===== config.mk =====
export PLATFORM = sky130hd
export DESIGN_NAME = doorbell_dispatch
export DESIGN_NICKNAME = d
export VERILOG_FILES = /design/src/rtl/db_pkg.sv /design/src/rtl/db_decode.sv /design/src/rtl/db_ring_state.sv /design/src/rtl/db_issue.sv /design/src/rtl/doorbell_dispatch.sv
export SDC_FILE = /design/constraint.sdc
export NUM_CORES = 1
export LEC_CHECK = 0
export BUFFER_PORTS_ARGS = -buffer_cell sky130_fd_sc_hd__buf_2
export CORE_UTILIZATION = 40
export CTS_CLUSTER_DIAMETER = 200
export DETAILED_ROUTE_END_ITERATION = 12
export HOLD_SLACK_MARGIN = 0.02
export PLACE_DENSITY = 0.88
export SLEW_MARGIN = 20
export SYNTH_ARGS = -nofsm -noshare
export SYNTH_HDL_FRONTEND = slang
export SYNTH_SLANG_ARGS = --single-unit

===== constraint.sdc =====
create_clock -name clk -period 1.1 [get_ports clk]
set_clock_uncertainty 0.1 [all_clocks]
set_input_delay 0.055 -clock clk [delete_from_list [all_inputs] [get_ports clk]]
set_output_delay 0.055 -clock clk [all_outputs]
set_load 0.005 [all_outputs]

===== src/rtl/db_pkg.sv =====
package db_pkg;
  typedef enum logic [1:0] {
    DB_NONE = 2'd0,
    DB_CMD  = 2'd1,
    DB_SLOT = 2'd2,
    DB_ERR  = 2'd3
  } db_kind_e;
endpackage


===== src/rtl/db_decode.sv =====
module db_decode
  import db_pkg::*;
#(
  parameter int IDX_W     = 8,
  parameter int NUM_SLOTS = 32,
  parameter int DATA_W    = 32,
  parameter int TGT_W     = 8,
  parameter int SID_LSB   = 16
) (
  input  logic                      run_stop,
  input  logic                      wr_en,
  input  logic [IDX_W-1:0]          wr_idx,
  input  logic [DATA_W-1:0]         wr_data,
  output db_kind_e                  kind,
  output logic [TGT_W-1:0]          tgt,
  output logic [DATA_W-SID_LSB-1:0] sid
);
  localparam int SID_W = DATA_W - SID_LSB;

  logic [31:0] idx_ext;
  logic        unused_resv;

  assign tgt         = wr_data[TGT_W-1:0];
  assign sid         = wr_data[DATA_W-1:SID_LSB];
  assign unused_resv = ^wr_data[SID_LSB-1:TGT_W];
  assign idx_ext     = 32'(wr_idx);

  always_comb begin
    kind = DB_NONE;
    if (wr_en && run_stop) begin
      if (idx_ext == 32'd0) begin
        if ((tgt == '0) && (sid == SID_W'(0))) kind = DB_CMD;
      end else if (idx_ext <= 32'(NUM_SLOTS)) begin
        kind = DB_SLOT;
      end else begin
        kind = DB_ERR;
      end
    end
  end
endmodule


===== src/rtl/db_ring_state.sv =====
module db_ring_state (
  input  logic clk,
  input  logic rst_n,
  input  logic run_stop,
  input  logic start_req,
  output logic running
);
  logic running_d;
  logic running_q;

  always_comb begin
    running_d = running_q;
    if (!run_stop)      running_d = 1'b0;
    else if (start_req) running_d = 1'b1;
  end

  always_ff @(posedge clk or negedge rst_n) begin
    if (!rst_n) running_q <= 1'b0;
    else        running_q <= running_d;
  end

  assign running = running_q;

  AST_RUN_CLEAR: assert property (@(posedge clk) disable iff (!rst_n)
    !run_stop |=> !running_q);
endmodule


===== src/rtl/db_issue.sv =====
module db_issue
  import db_pkg::*;
#(
  parameter int IDX_W     = 8,
  parameter int NUM_SLOTS = 32,
  parameter int TGT_W     = 8,
  parameter int SID_W     = 16
) (
  input  logic             clk,
  input  logic             rst_n,
  input  db_kind_e         kind,
  input  logic [IDX_W-1:0] idx,
  input  logic [TGT_W-1:0] tgt,
  input  logic [SID_W-1:0] sid,
  output logic             cmd_start,
  output logic             req_valid,
  output logic [IDX_W-1:0] req_slot,
  output logic [TGT_W-1:0] req_target,
  output logic [SID_W-1:0] req_stream,
  output logic             slot_err
);
  logic             start_d, valid_d, err_d, load_en;
  logic             start_q, valid_q, err_q;
  logic [IDX_W-1:0] slot_q;
  logic [TGT_W-1:0] tgt_q;
  logic [SID_W-1:0] sid_q;

  always_comb begin
    start_d = (kind == DB_CMD);
    valid_d = (kind == DB_SLOT);
    err_d   = (kind == DB_ERR);
    load_en = valid_d;
  end

  always_ff @(posedge clk or negedge rst_n) begin
    if (!rst_n) begin
      start_q <= 1'b0;
      valid_q <= 1'b0;
      err_q   <= 1'b0;
    end else begin
      start_q <= start_d;
      valid_q <= valid_d;
      err_q   <= err_d;
    end
  end

  always_ff @(posedge clk or negedge rst_n) begin
    if (!rst_n) begin
      slot_q <= '0;
      tgt_q  <= '0;
      sid_q  <= '0;
    end else if (load_en) begin
      slot_q <= idx;
      tgt_q  <= tgt;
      sid_q  <= sid;
    end
  end

  assign cmd_start  = start_q;
  assign req_valid  = valid_q;
  assign req_slot   = slot_q;
  assign req_target = tgt_q;
  assign req_stream = sid_q;
  assign slot_err   = err_q;

  AST_REQ_NOT_ERR: assert property (@(posedge clk) disable iff (!rst_n)
    !(valid_q && err_q));
  AST_REQ_SLOT_RANGE: assert property (@(posedge clk) disable iff (!rst_n)
    valid_q |-> (32'(slot_q) >= 32'd1 && 32'(slot_q) <= 32'(NUM_SLOTS)));
endmodule


===== src/rtl/doorbell_dispatch.sv =====
module doorbell_dispatch
  import db_pkg::*;
#(
  parameter int IDX_W     = 8,
  parameter int NUM_SLOTS = 32,
  parameter int DATA_W    = 32,
  parameter int TGT_W     = 8,
  parameter int SID_LSB   = 16
) (
  input  logic                      clk,
  input  logic                      rst_n,
  input  logic                      run_stop,
  input  logic                      wr_en,
  input  logic [IDX_W-1:0]          wr_idx,
  input  logic [DATA_W-1:0]         wr_data,
  input  logic                      rd_en,
  output logic                      rd_ack,
  output logic [DATA_W-1:0]         rd_data,
  output logic                      cmd_start,
  output logic                      cmd_running,
  output logic                      req_valid,
  output logic [IDX_W-1:0]          req_slot,
  output logic [TGT_W-1:0]          req_target,
  output logic [DATA_W-SID_LSB-1:0] req_stream,
  output logic                      slot_err
);
  localparam int SID_W = DATA_W - SID_LSB;

  db_kind_e         kind;
  logic [TGT_W-1:0] dec_tgt;
  logic [SID_W-1:0] dec_sid;
  logic             rd_ack_d, rd_ack_q;

  db_decode #(
    .IDX_W(IDX_W), .NUM_SLOTS(NUM_SLOTS), .DATA_W(DATA_W),
    .TGT_W(TGT_W), .SID_LSB(SID_LSB)
  ) u_decode (
    .run_stop(run_stop), .wr_en(wr_en), .wr_idx(wr_idx), .wr_data(wr_data),
    .kind(kind), .tgt(dec_tgt), .sid(dec_sid)
  );

  db_ring_state u_ring (
    .clk(clk), .rst_n(rst_n), .run_stop(run_stop),
    .start_req(kind == DB_CMD), .running(cmd_running)
  );

  db_issue #(
    .IDX_W(IDX_W), .NUM_SLOTS(NUM_SLOTS), .TGT_W(TGT_W), .SID_W(SID_W)
  ) u_issue (
    .clk(clk), .rst_n(rst_n), .kind(kind), .idx(wr_idx),
    .tgt(dec_tgt), .sid(dec_sid),
    .cmd_start(cmd_start), .req_valid(req_valid), .req_slot(req_slot),
    .req_target(req_target), .req_stream(req_stream), .slot_err(slot_err)
  );

  always_comb rd_ack_d = rd_en;

  always_ff @(posedge clk or negedge rst_n) begin
    if (!rst_n) rd_ack_q <= 1'b0;
    else        rd_ack_q <= rd_ack_d;
  end

  assign rd_ack  = rd_ack_q;
  assign rd_data = '0;

  AST_START_RUNNING: assert property (@(posedge clk) disable iff (!rst_n)
    cmd_start |-> cmd_running);
  AST_HALT_SILENT: assert property (@(posedge clk) disable iff (!rst_n)
    !run_stop |=> !(cmd_start || req_valid || slot_err));
  AST_DB0_BAD_FIELDS: assert property (@(posedge clk) disable iff (!rst_n)
    (wr_en && run_stop && wr_idx == '0 && (wr_data[TGT_W-1:0] != '0 || wr_data[DATA_W-1:SID_LSB] != '0))
      |=> !cmd_start);
endmodule


; ---- Yosys cells after proc, flatten, opt, wreduce, memory -nomap -nowiden
; Index checks and enable logic that the tools add are counted.
[totals]
ff_bits = 37
latch_bits = 0
mem_bits_rw = 0
mem_bits_ro = 0
input_bits = 45
out_inout_bits = 69
elab_cells = 24
memories = 0
[classes]
n_addsub = 0
mul = 0
n_div = 0
order_cmp = 1
n_eq_ne = 4
shift = 0
muxes = 6
bitwise = 0
reduce_logical = 5
[ops]
columns = op, count
row1 = $logic_not 32->1, 1
row2 = $logic_not 16->1, 1
row3 = $le 8x6->1 const B, 1
row4 = $logic_not 8->1, 1
row5 = $eq 2x2->1 const B, 2
row6 = $mux 1, 4
row7 = $mux 2, 2
row8 = $eq 2x1->1 const B, 1
row9 = $logic_and 1x1->1, 2
row10 = $ne 2x1->1 const B, 1

; ---- Logic depth before layout (Yosys ltp)
; Gate-level depths: netlist of the first run.
[logic_depth]
ltp_word = 8
mapped_depth = 5
depth_no_buf = 4

; ---- Cells and area by module
; From an unflattened synthesis of the first run, not the netlist that was laid out.
[hier_totals]
hier_cells = 153
area_unflattened_um2 = 2059.5
[by_module_without_submodules]
columns = mod, instances, cells_each, area_each_um2, seq_area_each_um2
row1 = db_issue, 1, 75, 1450.1, 875.8
row2 = db_decode, 1, 41, 294.0, 0.0
row3 = doorbell_dispatch, 1, 35, 282.8, 25.0
row4 = db_ring_state, 1, 2, 32.5, 25.0

; ---- Least setup slack after synthesis of the first run
; Ideal clock, no wire load.
[synth_timing]
path_kind = input to register
from = input wr_idx[1]
to = register u_issue.sid_q[2] (netlist: u_issue.req_stream[2])
setup_time_ns = 0.125
t_arrival_ns = 1.098
required_ns = 0.875
setup_slack_ns = -0.223
path_stages = 5
n_path_buf = 1
cell_sequence = nor3_2 -> a21oi_1 -> o21bai_4 -> buf_6 -> mux2_2
[synth_between]
elab_chain_cells = 5
word_cells_on_any_way = 6
classes_between = order compare (1) / eq/ne (1) / mux (3) / reduce/logical (1)
[synth_rtl]
columns = item, line_no
row1 = "start, declared", doorbell_dispatch.sv:14  ; input logic [IDX_W-1:0] wr_idx,
row2 = $le 8x6->1, db_decode.sv:33  ; end else if (idx_ext <= 32'(NUM_SLOTS)) begin
row3 = $mux 1, db_decode.sv:33
row4 = $mux 2 (*), db_decode.sv:31  ; if (idx_ext == 32'd0) begin
row5 = $mux 2 (*), db_decode.sv:30  ; if (wr_en && run_stop) begin
row6 = $eq 2x2->1 (*), db_issue.sv:30  ; valid_d = (kind == DB_SLOT);
row7 = "end signal, assigned", db_issue.sv:55  ; sid_q <= sid;
row8 = "end, declared", db_issue.sv:26  ; logic [SID_W-1:0] sid_q;
; Mark *: on every way between the ends. The rest lies on a longest branch, timed or not.
; A chain may end at the register's enable or synchronous reset.

; ---- Worst setup path after layout of the first run
[layout_timing]
from = input wr_idx[3]
to = register u_issue.sid_q[1] (netlist: u_issue.req_stream[1])
; Same word-level chain as after synthesis.

==> results.tsv, run 1 <==
stage	metric	value	unit
critical_path	Levels on crit path	6	
sta	RSZ-0062 raised after global routing	true	
drt	vias per cell	4.37	
power_and_ir_drop	P_leak	1.38	nW
clock_network	TritonCTS clock tree	built	
critical_path	critical path's slowest cell	mux2_2	
sta	Final setup viols	30	
sta	Final Hold Viols	12	
clock_network	clock sinks	37	
sta	Setup WS post-layout	-0.0436	ns
drt	DR pass1 iterations	4	
critical_path	Worst R2R Start	u_issue.req_slot[3]	
floorplanning	Core Area	0.00406	mm²
power_and_ir_drop	internal power of the cells	2.87	mW
clock_network	Num CTS Buffers	5	
global_route	GRT overflow	0	
placed_design	dpl cell area	0.00215	mm²
clock_network	Clk pin slew, worst setup/hold paths	0.08	ns
power_and_ir_drop	Switch Pwr	980	µW
power_and_ir_drop	VDD IR max	0.000823	V
floorplanning	Die ar.	0.00458	mm²
logic_synthesis	#FFs+latches synth	37	
critical_path	critical path, cell by cell	buf_2, nor3_4, a21oi_2, o21bai_4, buf_12, mux2_2	
power_and_ir_drop	Pwr per Cell Area	1510	mW/mm²
critical_path	kind of critical path	primary input to flip-flop	
global_route	initial antenna violation count	0	
sta	worst hold margin	-0.0952	ns
logic_synthesis	cells after synthesis	127	
drt	Post-Route WL	4020	µm
drt	residual DRC count	0	
global_route	Total GRT Usage	0.178	
critical_path	CP Data Required Time	1.17	ns
logic_synthesis	synth unique cells	21	
clock_network	clk_lat worst skew	0.28	ns
drt	Final ANT Viol Nets	0	
finish	Ant. Diodes	0	
logic_synthesis	YS warnings	0	
sta	Tmin final	1.14	ns
sta	max-slew violation count	0	
placed_design	hpwl dp	2760	µm
floorplanning	IO Pins	114	
outcome	failing checks	hold timing, setup timing	
placed_design	Port Buffers	73	
drt	routed length per instance	13.7	µm
finish	fin nets	287	
finish	Non-Filler Instances	293	
critical_path	delay-heaviest family, CP	multiplexers	
outcome	status	complete, but fails checks	
clock_network	root buffer cell	clkbuf_8	
power_and_ir_drop	Sw Share	0.255	
critical_path	worst reg2reg path depth	1	
critical_path	nature of the critical path startpoint	primary input	
power_and_ir_drop	Logic pwr share	0.232	
floorplanning	row cnt	23	
critical_path	Crit Path Max Fanout	17	
critical_path	Arrival @ worst endpoint	1.22	ns
drt	Vias	1279	
floorplanning	Die W	67.7	µm
logic_synthesis	register area share after synthesis	0.537	
global_route	largest net degree at the start of global routing	38	
worst_hold_path	Hold Path Cell Cnt	2	
sta	fmax	0.874	GHz
power_and_ir_drop	Flop pwr share	0.461	
critical_path	Critical Path Sink Type	flip-flop	
sta	final worst path period share	1.04	
clock_network	H-tree depth	2	
placed_design	post-placement cell count	259	
clock_network	Max Root-Sink Buffers	2	
worst_hold_path	worst min-delay path category	primary input to flip-flop	
logic_synthesis	average size of a mapped cell	13.6	µm²
finish	Area Overhead vs Synth	47.4	%
power_and_ir_drop	total power	3.85	mW
worst_hold_path	worst hold start	wr_data[24]	
floorplanning	Initial Util	0.425	
placed_design	Final Wtd Congestion	0.638	
finish	fin area	0.00254	mm²
critical_path	Critical Path Source	wr_idx[3]	
power_and_ir_drop	Clock Power Share	0.306	
finish	layout cell share with drive strength beyond 1	0.539	
critical_path	Buf/Inv on CP	2	
logic_synthesis	Netlist Area Pre-Place	0.00172	mm²
global_route	first-pass GRT wire length	5730	µm
global_route	vias in the first global route	1225	
drt	initial DRC count	23	
run	number of max-cap violations	0	
floorplanning	die height	67.7	µm
critical_path	Critical Path Max Stage Delay	0.35	ns
==> sequential cells by signal, summed over array words and instances (netlist names) <==
signal              flops
rd_ack                  1
u_issue.cmd_start       1
u_issue.req_slot        8
u_issue.req_stream     16
u_issue.req_target      8
u_issue.req_valid       1
u_issue.slot_err        1
u_ring.running          1
==> layout by cell type (no fill, tap or decap), drive strengths merged, types with 2 or more instances in the layout <==
master | synthesis | layout
clkbuf | 0 | 5
and2 | 2 | 2
dlygate4sd3 | 0 | 25
buf | 35 | 87
nand2 | 3 | 3
conb | 1 | 32
dfrtp | 37 | 37
nor2 | 3 | 3
mux2 | 30 | 30
nor4 | 6 | 6
==> final cells by class <==
type	count	area, µm²
Sequential cell	37	926
Tap cell	50	62.6
Inverter	1	3.75
Clock buffer	5	68.8
Multi-Input combinational cell	85	676
Fill cell	342	1520
Timing Repair Buffer	112	758
Clock inverter	3	46.3
==> cells by family (layout without fill, tap and decap cells) <==
kind of cell | after synthesis | in the layout | synth area share
buffers and inverters | 36 | 121 | 0.161
muxes | 30 | 30 | 0.207
DFF | 37 | 37 | 0.537
AOI/OAI and AO/OA | 4 | 4 | 0.0225
and+or+nand+nor | 19 | 19 | 0.0704
other | 1 | 32 | 0.00217
==> routing by layer <==
| layer | GRT usage | part of all wire | routed length, µm |
|---|---|---|---|
| met4 | 0.0638 | 0.019 | 75 |
| met3 | 0.0490 | 0.066 | 266 |
| met5 | 0 | 0 | 0 |
| met2 | 0.311 | 0.53 | 2140 |
| met1 | 0.206 | 0.38 | 1540 |
==> power groups by stage <==
stage          logic (mW)  clock network [mW]  registers [mW]
2_1_floorplan       0.401                   0            1.80
5_1_grt             0.980                1.28            1.80
3_3_place_gp        0.777                   0            1.77
6_report            0.893                1.18            1.77
3_5_place_dp        0.816                   0            1.79
4_1_cts             0.865                1.22            1.77
==> synth_stat cells, drive strengths merged <==
cell type / n / area share
nor2: 3 / 0.0065
nor3: 1 / 0.0058
nand2: 3 / 0.0065
a211oi: 1 / 0.0044
buf: 35 / 0.16
and3: 1 / 0.0044
o21bai: 1 / 0.011
a21o: 1 / 0.0044
a21oi: 1 / 0.0029
nand4: 1 / 0.0036
or4: 1 / 0.0044
nor4: 6 / 0.025
dfrtp: 37 / 0.54
inv: 1 / 0.0022
conb: 1 / 0.0022
mux2: 30 / 0.21
nand4bb: 1 / 0.0065
and2: 2 / 0.0073
==> through the flow <==
| stage | util | setup TNS [ns] | worst slack (ns) |
|---|---|---|---|
| 2_1_floorplan | - | -3.77 | -0.141 |
| 3_3_place_gp | 0.529 | -9.38 | -0.296 |
| 3_5_place_dp | 0.529 | -10.09 | -0.332 |
| 4_1_cts | 0.598 | -0.0581 | -0.0163 |
| 5_1_grt | 0.626 | -1.33 | -0.0632 |
| 6_report | 0.626 | -0.710 | -0.0436 |
==> final timing paths <==
kind	end	slack (ns)
max reg2reg	u_issue.req_slot[3]	0.22
min reg2reg	u_ring.running	0.38
max	u_issue.req_stream[1]	-0.04
min in group asynchronous	u_issue.req_stream[0]	0.15
min	u_issue.req_stream[8]	-0.1
max in group asynchronous	u_issue.req_stream[5]	0.55
==> repair_timing <==
action	CTS	global route
hold endpoints to repair	71	21
setup endpoints to repair	11	32
pin swaps	0	0
cloned	0	0
gates resized for setup	1	3
hold buffers	16	9
buffers inserted	0	1
(Power assumes the default switching activity.)
==> run 2, diff against run 1 <==
--- a/config.mk
+++ b/config.mk
@@ -6,11 +6,13 @@
 export NUM_CORES = 1
 export LEC_CHECK = 0
 export BUFFER_PORTS_ARGS = -buffer_cell sky130_fd_sc_hd__buf_2
-export CORE_UTILIZATION = 40
+export CAP_MARGIN = 20
+export CORE_UTILIZATION = 42
 export CTS_CLUSTER_DIAMETER = 200
 export DETAILED_ROUTE_END_ITERATION = 12
 export HOLD_SLACK_MARGIN = 0.02
-export PLACE_DENSITY = 0.88
+export MAX_ROUTING_LAYER = met4
+export PLACE_DENSITY = 0.91
 export SLEW_MARGIN = 20
 export SYNTH_ARGS = -nofsm -noshare
 export SYNTH_HDL_FRONTEND = slang
==> run 2 against run 1 <==
- critical path depth did not move
- core utilization increased by 3.8 points
- die area is 4.6% lower
- cell area down 0.74%
- largest power group unchanged
- global-route usage rose by 0.95 points
- clock-buffer cell count increased by 3
- via count rose by 1.1%
- flip-flop and latch count did not move
- the run still ends with hold timing, setup timing left
- critical path type unchanged
- clock power fell by 23%
- routed wire length shrank 1.7%
- setup slack gained 0.0083 ns
==> results.tsv, run 2 (synthesis gave the netlist of run 1 again) <==
stage	metric	value	unit
finish	layout cell share with drive strength beyond 1	0.514	
critical_path	nature of the critical path startpoint	primary input	
sta	RSZ-0062 raised after global routing	true	
global_route	vias in the first global route	1168	
global_route	first-pass GRT wire length	5660	µm
placed_design	dpl cell area	0.00209	mm²
finish	fin area	0.00252	mm²
clock_network	clock sinks	37	
floorplanning	IO Pins	114	
floorplanning	die height	66.1	µm
critical_path	Critical Path Max Stage Delay	0.36	ns
floorplanning	Die W	66.1	µm
finish	Ant. Diodes	0	
sta	Final Hold Viols	8	
clock_network	Num CTS Buffers	5	
global_route	GRT overflow	0	
finish	Area Overhead vs Synth	46.3	%
outcome	status	complete, but fails checks	
sta	final worst path period share	1.03	
drt	DR pass1 iterations	4	
floorplanning	Initial Util	0.454	
critical_path	Crit Path Max Fanout	16	
global_route	Total GRT Usage	0.188	
sta	worst hold margin	-0.0843	ns
run	number of max-cap violations	0	
drt	Final ANT Viol Nets	0	
finish	Largest register FFs	16	
drt	residual DRC count	0	
floorplanning	row cnt	22	
critical_path	kind of critical path	primary input to flip-flop	
drt	initial DRC count	38	
sta	Setup WS post-layout	-0.0353	ns
sta	fmax	0.881	GHz
global_route	initial antenna violation count	0	
placed_design	Port Buffers	73	
clock_network	TritonCTS clock tree	built	
clock_network	clk_lat worst skew	0.29	ns
power_and_ir_drop	Pwr per Cell Area	1410	mW/mm²
critical_path	flop2flop setup slack	0.22	ns
power_and_ir_drop	P_leak	1.36	nW
finish	fin nets	287	
global_route	largest net degree at the start of global routing	38	
drt	routed length per instance	13.6	µm
critical_path	Arrival @ worst endpoint	1.21	ns
worst_hold_path	worst min-delay path category	primary input to flip-flop	
placed_design	Final Wtd Congestion	0.665	
outcome	failing checks	hold timing, setup timing	
sta	Final setup viols	7	
floorplanning	Die ar.	0.00437	mm²
clock_network	H-tree depth	2	
sta	max-slew violation count	0	
floorplanning	Core Area	0.00380	mm²
drt	vias per cell	4.44	
critical_path	critical path, cell by cell	buf_6, nor3_4, a21oi_2, o21bai_4, buf_12, mux2_2	
critical_path	CP Data Required Time	1.17	ns
power_and_ir_drop	VDD IR max	0.000876	V
placed_design	hpwl dp	2550	µm
finish	commonest cells after routing, fill and taps aside	71 x buf_2, 37 x dfrtp_1, 32 x conb_1, 29 x dlygate4sd3_1, 21 x mux2_2	
critical_path	Critical Path Sink Type	flip-flop	
sta	Tmin final	1.14	ns
drt	Post-Route WL	3950	µm
finish	commonest non-fill, non-tap cell in the layout	buf_2	
critical_path	critical path's slowest cell	mux2_2	
clock_network	Clk pin slew, worst setup/hold paths	0.07	ns
drt	Vias	1293	
clock_network	Max Root-Sink Buffers	2	
clock_network	root buffer cell	clkbuf_8	
[run 2: cell types whose count changed in the layout (fill, tap and decap cells not counted), moves of 2 or more]
cell           previous run  this run
dlygate4sd3_1            25        29
clkbuf_1                  0         3
buf_2                    73        71
buf_6                     0         3
buf_4                    11         7
[run 2: critical path, delay by kind of cell]
kind                   cells  cell delay [ns]
and+or+nand+nor            1             0.21
AOI/OAI and AO/OA          2             0.28
buffers and inverters      2             0.29
muxes                      1             0.36
[run 2: what timing repair did]
item | CTS | global route
setup buffers | 1 | 1
gates resized for setup | 2 | 8
hold buffers | 15 | 14
pin swaps | 0 | 0
setup endpoints to repair | 25 | 33
hold endpoints to repair | 71 | 22
[run 2: final timing paths]
kind	end	start	cells past startpoint
hold / removal	u_issue.req_stream[8]	wr_data[24]	2
min in group asynchronous	u_issue.req_stream[5]	rst_n	3
setup / recovery	u_issue.req_slot[0]	wr_idx[3]	6
max in group asynchronous	u_issue.req_stream[8]	rst_n	3
hold reg to reg	u_issue.req_slot[6]	u_issue.req_slot[6]	1
setup reg to reg	u_issue.req_slot[0]	u_issue.req_slot[0]	1
[run 2: metal layers]
metal	wire, µm	GRT usage
met1	1540	0.205
met2	2140	0.319
met3	206	0.0483
met4	57	0.0878
met5	0	-
[run 2: final cells by class]
cell class | instances | area [µm²]
tap | 48 | 60.1
timing repair buffer | 112 | 772
clock buffer | 8 | 80.1
multi-input combinational | 85 | 681
fill | 302 | 1280
inverter | 1 | 3.75
sequential | 37 | 926
[run 2: power breakdown]
| group | total (mW) | switching, mW | internal (mW) |
|---|---|---|---|
| clock | 0.904 | 0.454 | 0.450 |
| combinational | 0.896 | 0.336 | 0.560 |
| sequential | 1.77 | 0.137 | 1.63 |
[run 2: metrics by stage]
step | total power [mW] | std cells | utilization | TNS [ns] | worst slack [ns]
final | 3.57 | 291 | 0.664 | -0.133 | -0.0353
after global routing | 3.79 | 291 | 0.664 | -0.430 | -0.0494
after CTS | 3.53 | 276 | 0.616 | -0.296 | -0.0397
after detailed placement | 2.57 | 252 | 0.551 | -10.74 | -0.358
after global placement | 2.53 | 252 | 0.551 | -9.72 | -0.319
after floorplan | 2.20 | 158 | - | -3.77 | -0.141
